**src/rtl/seq_pkg.sv**
```systemverilog
package seq_pkg;
  localparam int IN_W  = 8;
  localparam int CFG_W = 2;

  typedef enum logic [1:0] {
    TRIG_IMM  = 2'd0,
    TRIG_TMR  = 2'd1,
    TRIG_RISE = 2'd2,
    TRIG_FALL = 2'd3
  } trig_e;

  typedef struct packed {
    logic [IN_W-1:0]  pos;
    logic [IN_W-1:0]  neg;
    logic [CFG_W-1:0] cfg;
    logic             cmp;
    logic             incl;
  } entry_t;
endpackage

```
**src/rtl/seq_timer.sv**
```systemverilog
module seq_timer #(
  parameter int TMR_W = 16
) (
  input  logic             clk,
  input  logic             rst_ni,
  input  logic             on,
  input  logic             off,
  input  logic [TMR_W-1:0] period,
  output logic             tick
);
  logic             en_q, en_n;
  logic [TMR_W-1:0] cnt_q, cnt_n;
  logic [TMR_W:0]   cnt_inc;

  always_comb begin
    cnt_inc = {1'b0, cnt_q} + 1'b1;
    tick    = en_q && (cnt_inc >= {1'b0, period});
    en_n    = en_q;
    if (on)  en_n = 1'b1;
    if (off) en_n = 1'b0;
    cnt_n   = (!en_q || tick) ? '0 : cnt_inc[TMR_W-1:0];
  end

  always_ff @(posedge clk or negedge rst_ni) begin
    if (!rst_ni) begin
      en_q  <= 1'b0;
      cnt_q <= '0;
    end else begin
      en_q  <= en_n;
      cnt_q <= cnt_n;
    end
  end

  p_timer_off_r11: assert property (@(posedge clk) disable iff (!rst_ni)
    off |=> !tick);
endmodule

```
**src/rtl/seq_queue_ctrl.sv**
```systemverilog
module seq_queue_ctrl import seq_pkg::*; (
  input  logic  clk,
  input  logic  rst_ni,
  input  logic  start,
  input  logic  stop,
  input  trig_e sel,
  input  logic  cont,
  input  logic  tick,
  input  logic  rise,
  input  logic  fall,
  input  logic  pass_end,
  output logic  run
);
  logic armed_q, armed_n, run_q, run_n, trig;

  always_comb begin
    trig = armed_q && (((sel == TRIG_TMR)  && tick) ||
                       ((sel == TRIG_RISE) && rise) ||
                       ((sel == TRIG_FALL) && fall));
    armed_n = armed_q;
    run_n   = run_q;
    if (pass_end && !cont) begin
      run_n = 1'b0;
      if (sel == TRIG_IMM) armed_n = 1'b0;
    end
    if (trig) run_n = 1'b1;
    if (start) begin
      armed_n = 1'b1;
      if (sel == TRIG_IMM) run_n = 1'b1;
    end
    if (stop) begin
      armed_n = 1'b0;
      run_n   = 1'b0;
    end
  end

  always_ff @(posedge clk or negedge rst_ni) begin
    if (!rst_ni) begin
      armed_q <= 1'b0;
      run_q   <= 1'b0;
    end else begin
      armed_q <= armed_n;
      run_q   <= run_n;
    end
  end

  assign run = run_q;

  p_stop_clears_r6: assert property (@(posedge clk) disable iff (!rst_ni)
    stop |=> !run);
endmodule

```
**src/rtl/seq_scan_walk.sv**
```systemverilog
module seq_scan_walk import seq_pkg::*; #(
  parameter int N_ENT = 16
) (
  input  logic                     clk,
  input  logic                     rst_ni,
  input  logic                     we,
  input  logic [$clog2(N_ENT)-1:0] waddr,
  input  entry_t                   wentry,
  input  logic [N_ENT-1:0]         mask,
  input  logic                     run,
  input  logic                     issue,
  input  logic                     pass_end,
  output logic                     found,
  output logic [$clog2(N_ENT)-1:0] idx,
  output entry_t                   sel_entry,
  output logic                     started
);
  localparam int AW = $clog2(N_ENT);
  localparam int PW = AW + 1;

  entry_t          tbl [N_ENT];
  logic [PW-1:0]   ptr_q, ptr_n;
  logic            started_q, started_n;

  for (genvar g = 0; g < N_ENT; g++) begin : g_ent
    always_ff @(posedge clk or negedge rst_ni) begin
      if (!rst_ni)                      tbl[g] <= '0;
      else if (we && (waddr == AW'(g))) tbl[g] <= wentry;
    end
  end

  always_comb begin
    found = 1'b0;
    idx   = '0;
    for (int i = N_ENT - 1; i >= 0; i--) begin
      if (mask[i] && tbl[i].incl && (PW'(i) >= ptr_q)) begin
        found = 1'b1;
        idx   = AW'(i);
      end
    end
    sel_entry = tbl[idx];
  end

  always_comb begin
    ptr_n     = ptr_q;
    started_n = started_q;
    if (!run) begin
      ptr_n     = '0;
      started_n = 1'b0;
    end else if (issue) begin
      ptr_n     = {1'b0, idx} + 1'b1;
      started_n = 1'b1;
    end else if (pass_end) begin
      ptr_n     = '0;
      started_n = 1'b0;
    end
  end

  always_ff @(posedge clk or negedge rst_ni) begin
    if (!rst_ni) begin
      ptr_q     <= '0;
      started_q <= 1'b0;
    end else begin
      ptr_q     <= ptr_n;
      started_q <= started_n;
    end
  end

  assign started = started_q;

  p_ptr_bound_r3: assert property (@(posedge clk) disable iff (!rst_ni)
    ptr_q <= PW'(N_ENT));
endmodule

```
**src/rtl/conv_sequencer.sv**
```systemverilog
module conv_sequencer import seq_pkg::*; #(
  parameter int N_ENT = 16,
  parameter int TMR_W = 16,
  parameter int ID_W  = 6
) (
  input  logic                     clk,
  input  logic                     rst_n,
  input  logic                     single_start,
  input  logic                     single_stop,
  input  logic                     scan_start,
  input  logic                     scan_stop,
  input  logic                     timer_on,
  input  logic                     timer_off,
  input  logic [TMR_W-1:0]         timer_period,
  input  logic                     evt_in,
  input  logic [1:0]               single_trig,
  input  logic                     single_cont,
  input  logic                     tailgate_en,
  input  logic [1:0]               scan_trig,
  input  logic                     scan_cont,
  input  logic [N_ENT-1:0]         scan_mask,
  input  logic [IN_W-1:0]          single_pos,
  input  logic [IN_W-1:0]          single_neg,
  input  logic [CFG_W-1:0]         single_cfg,
  input  logic                     single_cmp,
  input  logic                     tbl_we,
  input  logic [$clog2(N_ENT)-1:0] tbl_addr,
  input  logic [IN_W-1:0]          tbl_pos,
  input  logic [IN_W-1:0]          tbl_neg,
  input  logic [CFG_W-1:0]         tbl_cfg,
  input  logic                     tbl_cmp,
  input  logic                     tbl_incl,
  output logic                     conv_req,
  output logic [IN_W-1:0]          conv_pos,
  output logic [IN_W-1:0]          conv_neg,
  output logic [CFG_W-1:0]         conv_cfg,
  output logic                     conv_cmp,
  output logic [ID_W-1:0]          conv_id,
  input  logic                     conv_done,
  output logic                     single_active,
  output logic                     scan_active
);
  localparam int AW = $clog2(N_ENT);
  localparam logic [ID_W-1:0] SINGLE_ID = ID_W'(1) << (ID_W - 1);

  logic [1:0]  rs_q;
  logic        rst_ni, evt_q, rise, fall, tick;
  logic        single_run, scan_run, found, started;
  logic        single_ready, issue_single, issue_scan, scan_end;
  logic [AW-1:0] idx;
  entry_t      sel_entry, wentry;
  logic        req_q, req_n;
  entry_t      out_q, out_n;
  logic [ID_W-1:0] id_q, id_n;

  always_ff @(posedge clk or negedge rst_n) begin
    if (!rst_n) rs_q <= 2'b00;
    else        rs_q <= {rs_q[0], 1'b1};
  end
  assign rst_ni = rs_q[1];

  always_ff @(posedge clk or negedge rst_ni) begin
    if (!rst_ni) evt_q <= 1'b0;
    else         evt_q <= evt_in;
  end
  assign rise = evt_in && !evt_q;
  assign fall = !evt_in && evt_q;

  assign wentry = '{pos: tbl_pos, neg: tbl_neg, cfg: tbl_cfg, cmp: tbl_cmp, incl: tbl_incl};

  seq_timer #(.TMR_W(TMR_W)) u_timer (
    .clk(clk), .rst_ni(rst_ni), .on(timer_on), .off(timer_off),
    .period(timer_period), .tick(tick));

  seq_queue_ctrl u_single_q (
    .clk(clk), .rst_ni(rst_ni), .start(single_start), .stop(single_stop),
    .sel(trig_e'(single_trig)), .cont(single_cont), .tick(tick),
    .rise(rise), .fall(fall), .pass_end(issue_single), .run(single_run));

  seq_queue_ctrl u_scan_q (
    .clk(clk), .rst_ni(rst_ni), .start(scan_start), .stop(scan_stop),
    .sel(trig_e'(scan_trig)), .cont(scan_cont), .tick(tick),
    .rise(rise), .fall(fall), .pass_end(scan_end), .run(scan_run));

  seq_scan_walk #(.N_ENT(N_ENT)) u_walk (
    .clk(clk), .rst_ni(rst_ni), .we(tbl_we), .waddr(tbl_addr), .wentry(wentry),
    .mask(scan_mask), .run(scan_run), .issue(issue_scan), .pass_end(scan_end),
    .found(found), .idx(idx), .sel_entry(sel_entry), .started(started));

  always_comb begin
    single_ready = single_run && !(tailgate_en && started);
    issue_single = !req_q && single_ready;
    issue_scan   = !req_q && !single_ready && scan_run && found;
    scan_end     = !req_q && !single_ready && scan_run && !found;
    req_n = req_q;
    out_n = out_q;
    id_n  = id_q;
    if (req_q && conv_done) req_n = 1'b0;
    if (issue_single) begin
      req_n = 1'b1;
      out_n = '{pos: single_pos, neg: single_neg, cfg: single_cfg, cmp: single_cmp, incl: 1'b1};
      id_n  = SINGLE_ID;
    end else if (issue_scan) begin
      req_n = 1'b1;
      out_n = sel_entry;
      id_n  = ID_W'(idx);
    end
  end

  always_ff @(posedge clk or negedge rst_ni) begin
    if (!rst_ni) begin
      req_q <= 1'b0;
      out_q <= '0;
      id_q  <= '0;
    end else begin
      req_q <= req_n;
      out_q <= out_n;
      id_q  <= id_n;
    end
  end

  assign conv_req      = req_q;
  assign conv_pos      = out_q.pos;
  assign conv_neg      = out_q.neg;
  assign conv_cfg      = out_q.cfg;
  assign conv_cmp      = out_q.cmp;
  assign conv_id       = id_q;
  assign single_active = single_run;
  assign scan_active   = scan_run;

  p_hold_until_done_r5: assert property (@(posedge clk) disable iff (!rst_ni)
    (conv_req && !conv_done) |=> (conv_req && $stable(conv_id) && $stable(conv_pos)));

  p_release_after_done_r5: assert property (@(posedge clk) disable iff (!rst_ni)
    (conv_req && conv_done) |=> !conv_req);

  p_tailgate_hold_r10: assert property (@(posedge clk) disable iff (!rst_ni)
    (!conv_req && tailgate_en && started) |=> !(conv_req && conv_id == SINGLE_ID));

  p_reset_idle_r1: assert property (@(posedge clk)
    !rst_ni |=> !conv_req);
endmodule

```
**config.mk**
```make
export PLATFORM = sky130hd
export DESIGN_NAME = conv_sequencer
export DESIGN_NICKNAME = d
export VERILOG_FILES = /design/src/rtl/seq_pkg.sv /design/src/rtl/seq_timer.sv /design/src/rtl/seq_queue_ctrl.sv /design/src/rtl/seq_scan_walk.sv /design/src/rtl/conv_sequencer.sv
export SDC_FILE = /design/constraint.sdc
export NUM_CORES = 1
export LEC_CHECK = 0
export BUFFER_PORTS_ARGS = -buffer_cell sky130_fd_sc_hd__buf_4
export CORE_AREA = 2 2 187 189
export CTS_BUF_LIST = sky130_fd_sc_hd__clkbuf_16
export DETAILED_ROUTE_END_ITERATION = 6
export DIE_AREA = 0 0 189 191
export GPL_ROUTABILITY_DRIVEN = 0
export PLACE_DENSITY_LB_ADDON = 0.25
export SYNTH_ARGS = -nofsm -noshare
export SYNTH_HDL_FRONTEND = slang
export SYNTH_SLANG_ARGS = --single-unit
```
**constraint.sdc**
```tcl
create_clock -name clk -period 11.1 [get_ports clk]
set_clock_uncertainty 0.05 [all_clocks]
set_input_delay 2.22 -clock clk [delete_from_list [all_inputs] [get_ports clk]]
set_output_delay 2.22 -clock clk [all_outputs]
set_load 0.01 [all_outputs]
```
==> impl_metrics.py, run 1 <==
metrics = {
    "status": {
        "outcome": "completed",
    },
    "synth": {
        "synth_cells": 1635,
        "async_flop_share_pct": 100,
        "syn_area_um2": 18500,
        "syn_avg_cell_area_um2": 11.3,
        "synth-main-ff-cell": "dfrtp_1",
        "ys_types": 81,
        "synth_edf_count": 0,
        "seq_area_frac_synth_pct": 50.6,
        "synth.net_count": 1746,
        "ys_warn_count": 0,
        "yosys_register_bits": 375,
    },
    "final_layout": {
        "drive_gt1_share_pct": 32.7,
        "multi_input_area_um2": 8500,
        "synthToLayoutAreaGrowth_pct": 13.8,
        "n_fill_cell": 2739,
        "postLayoutCoreUtil_pct": 61.9,
        "register_area_um2": 9390,
        "layout_commonest_cell": "dfrtp_1",
        "stdcell_count": 2194,
        "final_cell_mix": "374 x dfrtp_1, 318 x mux2_2, 151 x buf_4",
        "nets": 1816,
    },
    "sta": {
        "slew_headroom_pct": 13.2,
        "timing.fmax_mhz": 183,
        "setup_violations": 0,
        "period_needed_ns": 5.46,
        "slew_violations": 0,
        "fin_crit_sh_pct": 49.2,
        "hold_viol": 0,
        "fin_setup_tns_ns": 0,
        "grt_setup_unrepaired": "no",
        "worst_slew_pin_slew_ns": 1.29,
    },
    "global_routing": {
        "grt_util_all_layers_pct": 27.8,
        "antenna_found_initial": 1,
        "grt_first_pass_wirelength_um": 78100,
        "grt_max_degree": 159,
        "grt_pass1_vias": 13871,
        "overflow": 0,
    },
    "flow_run": {
        "drv_cap": 0,
    },
    "power": {
        "pwr_density_cell_nw_per_um2": 215,
        "total_power_mw": 4.54,
        "leakage_nw": 9.36,
        "vdd_drop_max_v": 0.000121,
    },
    "worst_setup_path": {
        "end_kind": "flop",
        "cp_max_fo": 78,
        "critPathTopFamily": "buffers and inverters",
        "critPathKind": "in -> reg",
        "crit_arrival_ns": 5.85,
        "start_kind": "primary input",
        "path_cells": "buf_4, and4bb_2, nand2_1, buf_4, o211ai_1, o211ai_2, nand2_2, buf_4, inv_2, buf_4, and3_1, a211oi_1, o211ai_1",
        "cp.buffers_inverters": 5,
        "max_stage_delay_ns": 0.72,
        "cp_data_required_time_ns": 11.49,
        "critical-path-slowest-cell": "buf_4",
        "crit_top_cell": "buf_4",
    },
    "die": {
        "die-area_um2": 36100,
        "start_util_pct": 54.3,
        "die_h_um": 191,
        "rows": 68,
        "fp.dieW_um": 189,
        "ios": 121,
        "core_um2": 34100,
    },
    "cts": {
        "clk_latency_ns": 0.53,
        "clkTransAtPathRegs_ns": 0.06,
        "postCtsHoldBufs": 0,
        "cts-root-buf": "clkbuf_16",
        "postCtsSetupRepairBufs": 0,
        "cts_resized": 0,
        "h-tree-depth": 2,
        "clk_path_buf_depth": 3,
        "cts_tree": "done",
        "cts_sinks": 375,
        "cts_buffers": 41,
    },
    "detailed_routing": {
        "dr.pass1.iters": 5,
        "drt_iter0_drc": 1141,
        "ant_nets": 0,
        "via_count": 13729,
        "wl_per_cell_um": 23.0,
        "viasPerCell": 6.26,
        "wirelength_um": 50400,
        "drc_errors": 0,
    },
    "place": {
        "dp_hpwl_um": 30300,
        "place.port_buffers": 119,
        "place_inst": 2117,
    },
    "worst_hold_path": {
        "hold_class": "reg -> reg",
    },
}
==> path summary, 6_finish.rpt <==
| path | from | endpoint | slack, ns | cells past startpoint |
|---|---|---|---|---|
| worst max register to register | u_walk.ptr_q[4] | conv_neg[2] | 6.73 | 12 |
| max in group asynchronous | rs_q[1] | u_walk.tbl[283] | 8.14 | 2 |
| worst max-delay path | scan_mask[0] | conv_pos[5] | 5.64 | 13 |
| worst min register to register | rs_q[0] | rs_q[1] | 0.30 | 0 |
| min in group asynchronous | rs_q[1] | u_walk.tbl[66] | 0.41 | 0 |
| worst min-delay path | rs_q[0] | rs_q[1] | 0.30 | 0 |
==> layout make-up <==
type                       instances  area share [%]
sequential                       375            44.5
multi-input combinational       1086            40.3
timing repair buffer             152            5.47
clock buffer                      43            5.10
tap                              455            2.70
clock inverter                    33            1.07
inverter                          49           0.872
antenna                            1          0.0119
==> synth_stat cells, types with 5 or more instances <==
master | number | share of area [%]
a211oi_1 | 21 | 0.85
a311oi_1 | 10 | 0.47
nand3b_1 | 5 | 0.20
nor2b_1 | 6 | 0.20
nand4_1 | 17 | 0.57
o311ai_0 | 6 | 0.28
clkbuf_1 | 77 | 1.6
xor2_1 | 6 | 0.28
o221ai_1 | 7 | 0.33
or4_1 | 6 | 0.24
o31a_1 | 14 | 0.66
ha_1 | 18 | 1.2
a221oi_2 | 5 | 0.40
o211ai_1 | 15 | 0.61
nand2_1 | 136 | 2.8
nand3_1 | 52 | 1.4
dfrtp_1 | 375 | 51
nor3_1 | 19 | 0.51
nand2b_1 | 6 | 0.20
nor4_1 | 14 | 0.47
a21boi_0 | 5 | 0.20
o2111ai_1 | 7 | 0.33
a21oi_1 | 28 | 0.76
a31oi_1 | 36 | 1.2
and3_1 | 27 | 0.91
or3_1 | 21 | 0.71
xnor2_1 | 9 | 0.43
o31ai_1 | 7 | 0.28
buf_4 | 8 | 0.32
buf_1 | 12 | 0.24
mux2_2 | 318 | 19
nor2_1 | 49 | 0.99
inv_1 | 48 | 0.97
o21ai_0 | 91 | 2.5
mux2i_1 | 34 | 1.8
a211o_1 | 14 | 0.66
buf_2 | 25 | 0.67
and4_1 | 9 | 0.43
==> logic make-up after synthesis <==
kind of cell               share of synthesized area [%]
DFF                                                 50.6
buffers and inverters                               3.98
and+or+nand+nor                                     10.4
AOI/OAI and AO/OA                                   11.9
muxes                                               21.2
xor gates and xnor gates                           0.709
other                                             0.0405
adders and majority gates                           1.21
==> worst reg2reg max path, cell delays in order (launching register included) <==
cell,delay [ns]
dfrtp_1,0.55
nor3_2,0.48
nand2_1,0.09
buf_4,0.25
o211ai_1,0.14
o211ai_2,0.18
nand2_2,0.11
buf_4,0.62
inv_2,0.09
nor3_1,1.05
o311ai_0,0.39
o2111ai_1,0.16
o31a_1,0.15
==> state kept, by name (all words and copies together) (netlist names), 2 cells and up <==
register and count:
conv_id 5, conv_neg 8, u_walk.ptr_q 5, rs_q 2, u_walk.tbl 320, u_timer.cnt_q 16, conv_pos 8, conv_cfg 2
==> report_power, final <==
part / internal [mW] / leakage (nW) / total, mW / switching [mW]
Sequential: 1.69 / 4.63 / 1.88 / 0.190
Clock: 0.769 / 0.676 / 1.32 / 0.550
Combinational: 0.586 / 4.05 / 1.34 / 0.758
Total: 3.04 / 9.36 / 4.54 / 1.50
==> metrics by stage <==
step | cell area [um2] | worst slack (ns) | hold WS, ns
after floorplan | 18500 | 4.93 | 0.281
after global placement | 19800 | 5.34 | 0.287
after detailed placement | 19800 | 5.22 | 0.290
after CTS | 21100 | 5.75 | 0.304
after global routing | 21100 | 5.46 | 0.316
final | 21100 | 5.64 | 0.299
==> metal layers <==
layer / global-route usage (%) / wire [um] / vias to the layer above
met3: 3.98 / 3330 / 87
li1: - / - / 6131
met4: 8.53 / 1310 / 0
met1: 39.8 / 22400 / 7022
met5: 0 / 0 / -
met2: 44.2 / 23300 / 489
(Power assumes the default switching activity.)
==> inputs of run 2 (changes only) <==
--- a/config.mk
+++ b/config.mk
@@ -5,11 +5,12 @@
 export SDC_FILE = /design/constraint.sdc
 export NUM_CORES = 1
 export LEC_CHECK = 0
+export ABC_AREA = 1
 export BUFFER_PORTS_ARGS = -buffer_cell sky130_fd_sc_hd__buf_4
-export CORE_AREA = 2 2 187 189
+export CORE_AREA = 2 2 184 186
 export CTS_BUF_LIST = sky130_fd_sc_hd__clkbuf_16
 export DETAILED_ROUTE_END_ITERATION = 6
-export DIE_AREA = 0 0 189 191
+export DIE_AREA = 0 0 186 188
 export GPL_ROUTABILITY_DRIVEN = 0
 export PLACE_DENSITY_LB_ADDON = 0.25
 export SYNTH_ARGS = -nofsm -noshare
==> constraint.sdc (replaced) <==
create_clock -name clk -period 5.05 [get_ports clk]
set_clock_uncertainty 0.05 [all_clocks]
set_input_delay 1.01 -clock clk [delete_from_list [all_inputs] [get_ports clk]]
set_output_delay 1.01 -clock clk [all_outputs]
set_load 0.01 [all_outputs]
==> impl_metrics.py, run 2 <==
metrics = {
    "cts": {
        "clk_latency_ns": 0.53,
        "cts_tree": "done",
        "postCtsHoldBufs": 0,
        "cts_sinks": 375,
        "clk_path_buf_depth": 3,
        "postCtsSetupRepairBufs": 0,
        "cts-root-buf": "clkbuf_16",
        "h-tree-depth": 2,
        "cts_buffers": 41,
        "clkTransAtPathRegs_ns": 0.06,
        "cts_resized": 0,
    },
    "synth": {
        "synthTopCellsByCount": "651 x nand2_1, 375 x dfrtp_1, 298 x o21ai_0",
        "syn_avg_cell_area_um2": 7.91,
        "synth.most_common_cell": "nand2_1",
        "netlist_top_cells_area": "dfrtp_1 53%, nand2_1 14%, o21ai_0 8.4%",
        "synth_cells": 2257,
        "synth_edf_count": 0,
        "ys_types": 43,
        "yosys_register_bits": 375,
        "ys_warn_count": 0,
        "yosys.area.top_type": "dfrtp_1",
        "seq_area_frac_synth_pct": 52.6,
        "synth_top_area_share_pct": 52.6,
        "async_flop_share_pct": 100,
        "syn_area_um2": 17800,
        "synth-main-ff-cell": "dfrtp_1",
        "synth.net_count": 2368,
    },
    "sta": {
        "period_needed_ns": 3.97,
        "setup_slack_ns": 1.08,
        "slew_violations": 0,
        "worst_slew_pin_slew_ns": 1.22,
        "fin_crit_sh_pct": 78.5,
        "grt_setup_unrepaired": "no",
        "hold_viol": 0,
        "timing.fmax_mhz": 252,
        "slew_headroom_pct": 18.5,
        "fin_setup_tns_ns": 0,
        "setup_violations": 0,
    },
    "worst_setup_path": {
        "startpoint": "u_timer.cnt_q[0]",
        "cp_data_required_time_ns": 5.38,
        "end_kind": "flop",
        "start_kind": "flop",
        "crit_arrival_ns": 4.30,
        "timing.rr.end": "u_timer.cnt_q[9]",
        "critPathKind": "reg -> reg",
        "crit_end": "u_timer.cnt_q[9]",
        "cp_max_fo": 16,
        "rrSetupSlack_ns": 1.08,
        "reg2regPathDepth": 26,
        "r2r_start": "u_timer.cnt_q[0]",
    },
    "final_layout": {
        "drive_gt1_share_pct": 10.9,
        "largest_register_ffs": 320,
        "diodes": 0,
        "final_cell_mix": "646 x nand2_1, 374 x dfrtp_1, 298 x o21ai_0",
        "layout_commonest_cell": "nand2_1",
        "largestRegisters": "u_walk.tbl (320), u_timer.cnt_q (16)",
        "postLayoutCoreUtil_pct": 61.3,
        "stdcell_count": 2773,
        "nets": 2406,
        "regMostFlops": "u_walk.tbl",
        "synthToLayoutAreaGrowth_pct": 13.7,
    },
    "detailed_routing": {
        "wl_per_cell_um": 18.1,
        "drc_errors": 0,
        "ant_nets": 0,
        "via_count": 15728,
        "drt_iter0_drc": 1829,
        "wirelength_um": 50300,
        "dr.pass1.iters": 6,
        "viasPerCell": 5.67,
    },
    "global_routing": {
        "overflow": 0,
        "antenna_found_initial": 0,
        "grt_first_pass_wirelength_um": 80400,
        "grt_max_degree": 162,
        "grt_pass1_vias": 15125,
        "grt_util_all_layers_pct": 29.1,
    },
    "power": {
        "p_comb_share_pct": 32.0,
        "total_power_mw": 10.2,
        "switchingPower_mw": 3.67,
        "power_frac_clock_pct": 28.8,
        "sw_frac_of_total_pct": 36.0,
        "vdd_drop_max_v": 0.000311,
        "leakage_nw": 10.1,
        "p_int_mw": 6.54,
        "seqPwrFrac_pct": 39.2,
        "pwr_density_cell_nw_per_um2": 504,
    },
    "die": {
        "rows": 67,
        "fp.dieW_um": 186,
        "die_h_um": 188,
        "start_util_pct": 53.9,
        "ios": 121,
        "core_um2": 33100,
        "die-area_um2": 35000,
    },
    "place": {
        "place_inst": 2700,
        "dp_hpwl_um": 30500,
        "dp_slack_ns": 0.960,
        "place.port_buffers": 119,
    },
    "worst_hold_path": {
        "hold_class": "in -> async",
    },
    "flow_run": {
        "drv_cap": 0,
    },
    "status": {
        "outcome": "completed",
    },
}
[run 2: how the worst min path moves through the flow]
stage,slack (ns),cells past startpoint,to
after floorplan,0.28,0,rs_q[1]
after global placement,0.28,0,rs_q[1]
after detailed placement,0.29,0,rs_q[1]
after CTS,0.19,1,rs_q[1]
after global routing,0.18,1,rs_q[1]
final,0.20,1,rs_q[1]
[run 2: per-layer routing]
layer  up-vias  global-route usage [%]  wire, um
li1       7394                       -         -
met1      7603                    40.5     21300
met2       637                    48.0     24100
met3        94                    3.63      3430
met4         0                    8.60      1410
met5         -                       0         0
[run 2: power by group through the flow]
stage,registers (mW),logic [mW],clock network (mW)
3_5_place_dp,4.04,3.22,0
2_1_floorplan,4.03,2.20,0
5_1_grt,4.07,3.67,3.11
3_3_place_gp,4.02,3.16,0
6_report,4.00,3.27,2.94
4_1_cts,3.99,3.25,2.97
[run 2: worst max-delay path, stage by stage, from the launching register on]
cell and delay [ns]:
dfrtp_1 0.39, ha_1 0.18, nand2_1 0.05, inv_1 0.09
nand2_1 0.08, nor2_1 0.13, nand2_1 0.10, nor2_1 0.10
inv_1 0.06, nor2_1 0.09, inv_1 0.06, nor2_1 0.08
inv_1 0.06, nor2_1 0.08, inv_1 0.07, nor2_1 0.17
xor2_1 0.22, inv_1 0.07, ha_1 0.29, nand2_1 0.07
nor3_1 0.22, a21oi_1 0.10, o21ai_0 0.17, nand2_1 0.08
nand4_1 0.12, nand2b_1 0.53, nor3_1 0.12
[run 2: kinds of logic after synthesis]
logic type,after synthesis,share of synthesized area (%)
flops,375,52.6
compound gates,448,13.5
other cells,2,0.0421
simple gates,1126,25.8
buf+inv,280,6.44
fa+ha+maj,18,1.26
xor+xnor,8,0.393
[run 2: layout make-up]
type                    instances  area (um2)
clock buffers                  43        1080
repair buffers                150        1200
fillers                      2940       12800
well taps                     448         561
clock inverters                30         240
flip-flops and latches        375        9390
multi-input cells            1602        7340
inverters                     125         472
[run 2: metrics by stage]
| step | hold slack [ns] | area [um2] |
|---|---|---|
| finish | 0.200 | 20300 |
| global route | 0.183 | 20300 |
| CTS | 0.188 | 20300 |
| detailed placement | 0.287 | 19000 |
| global placement | 0.283 | 19000 |
| floorplan | 0.281 | 17800 |
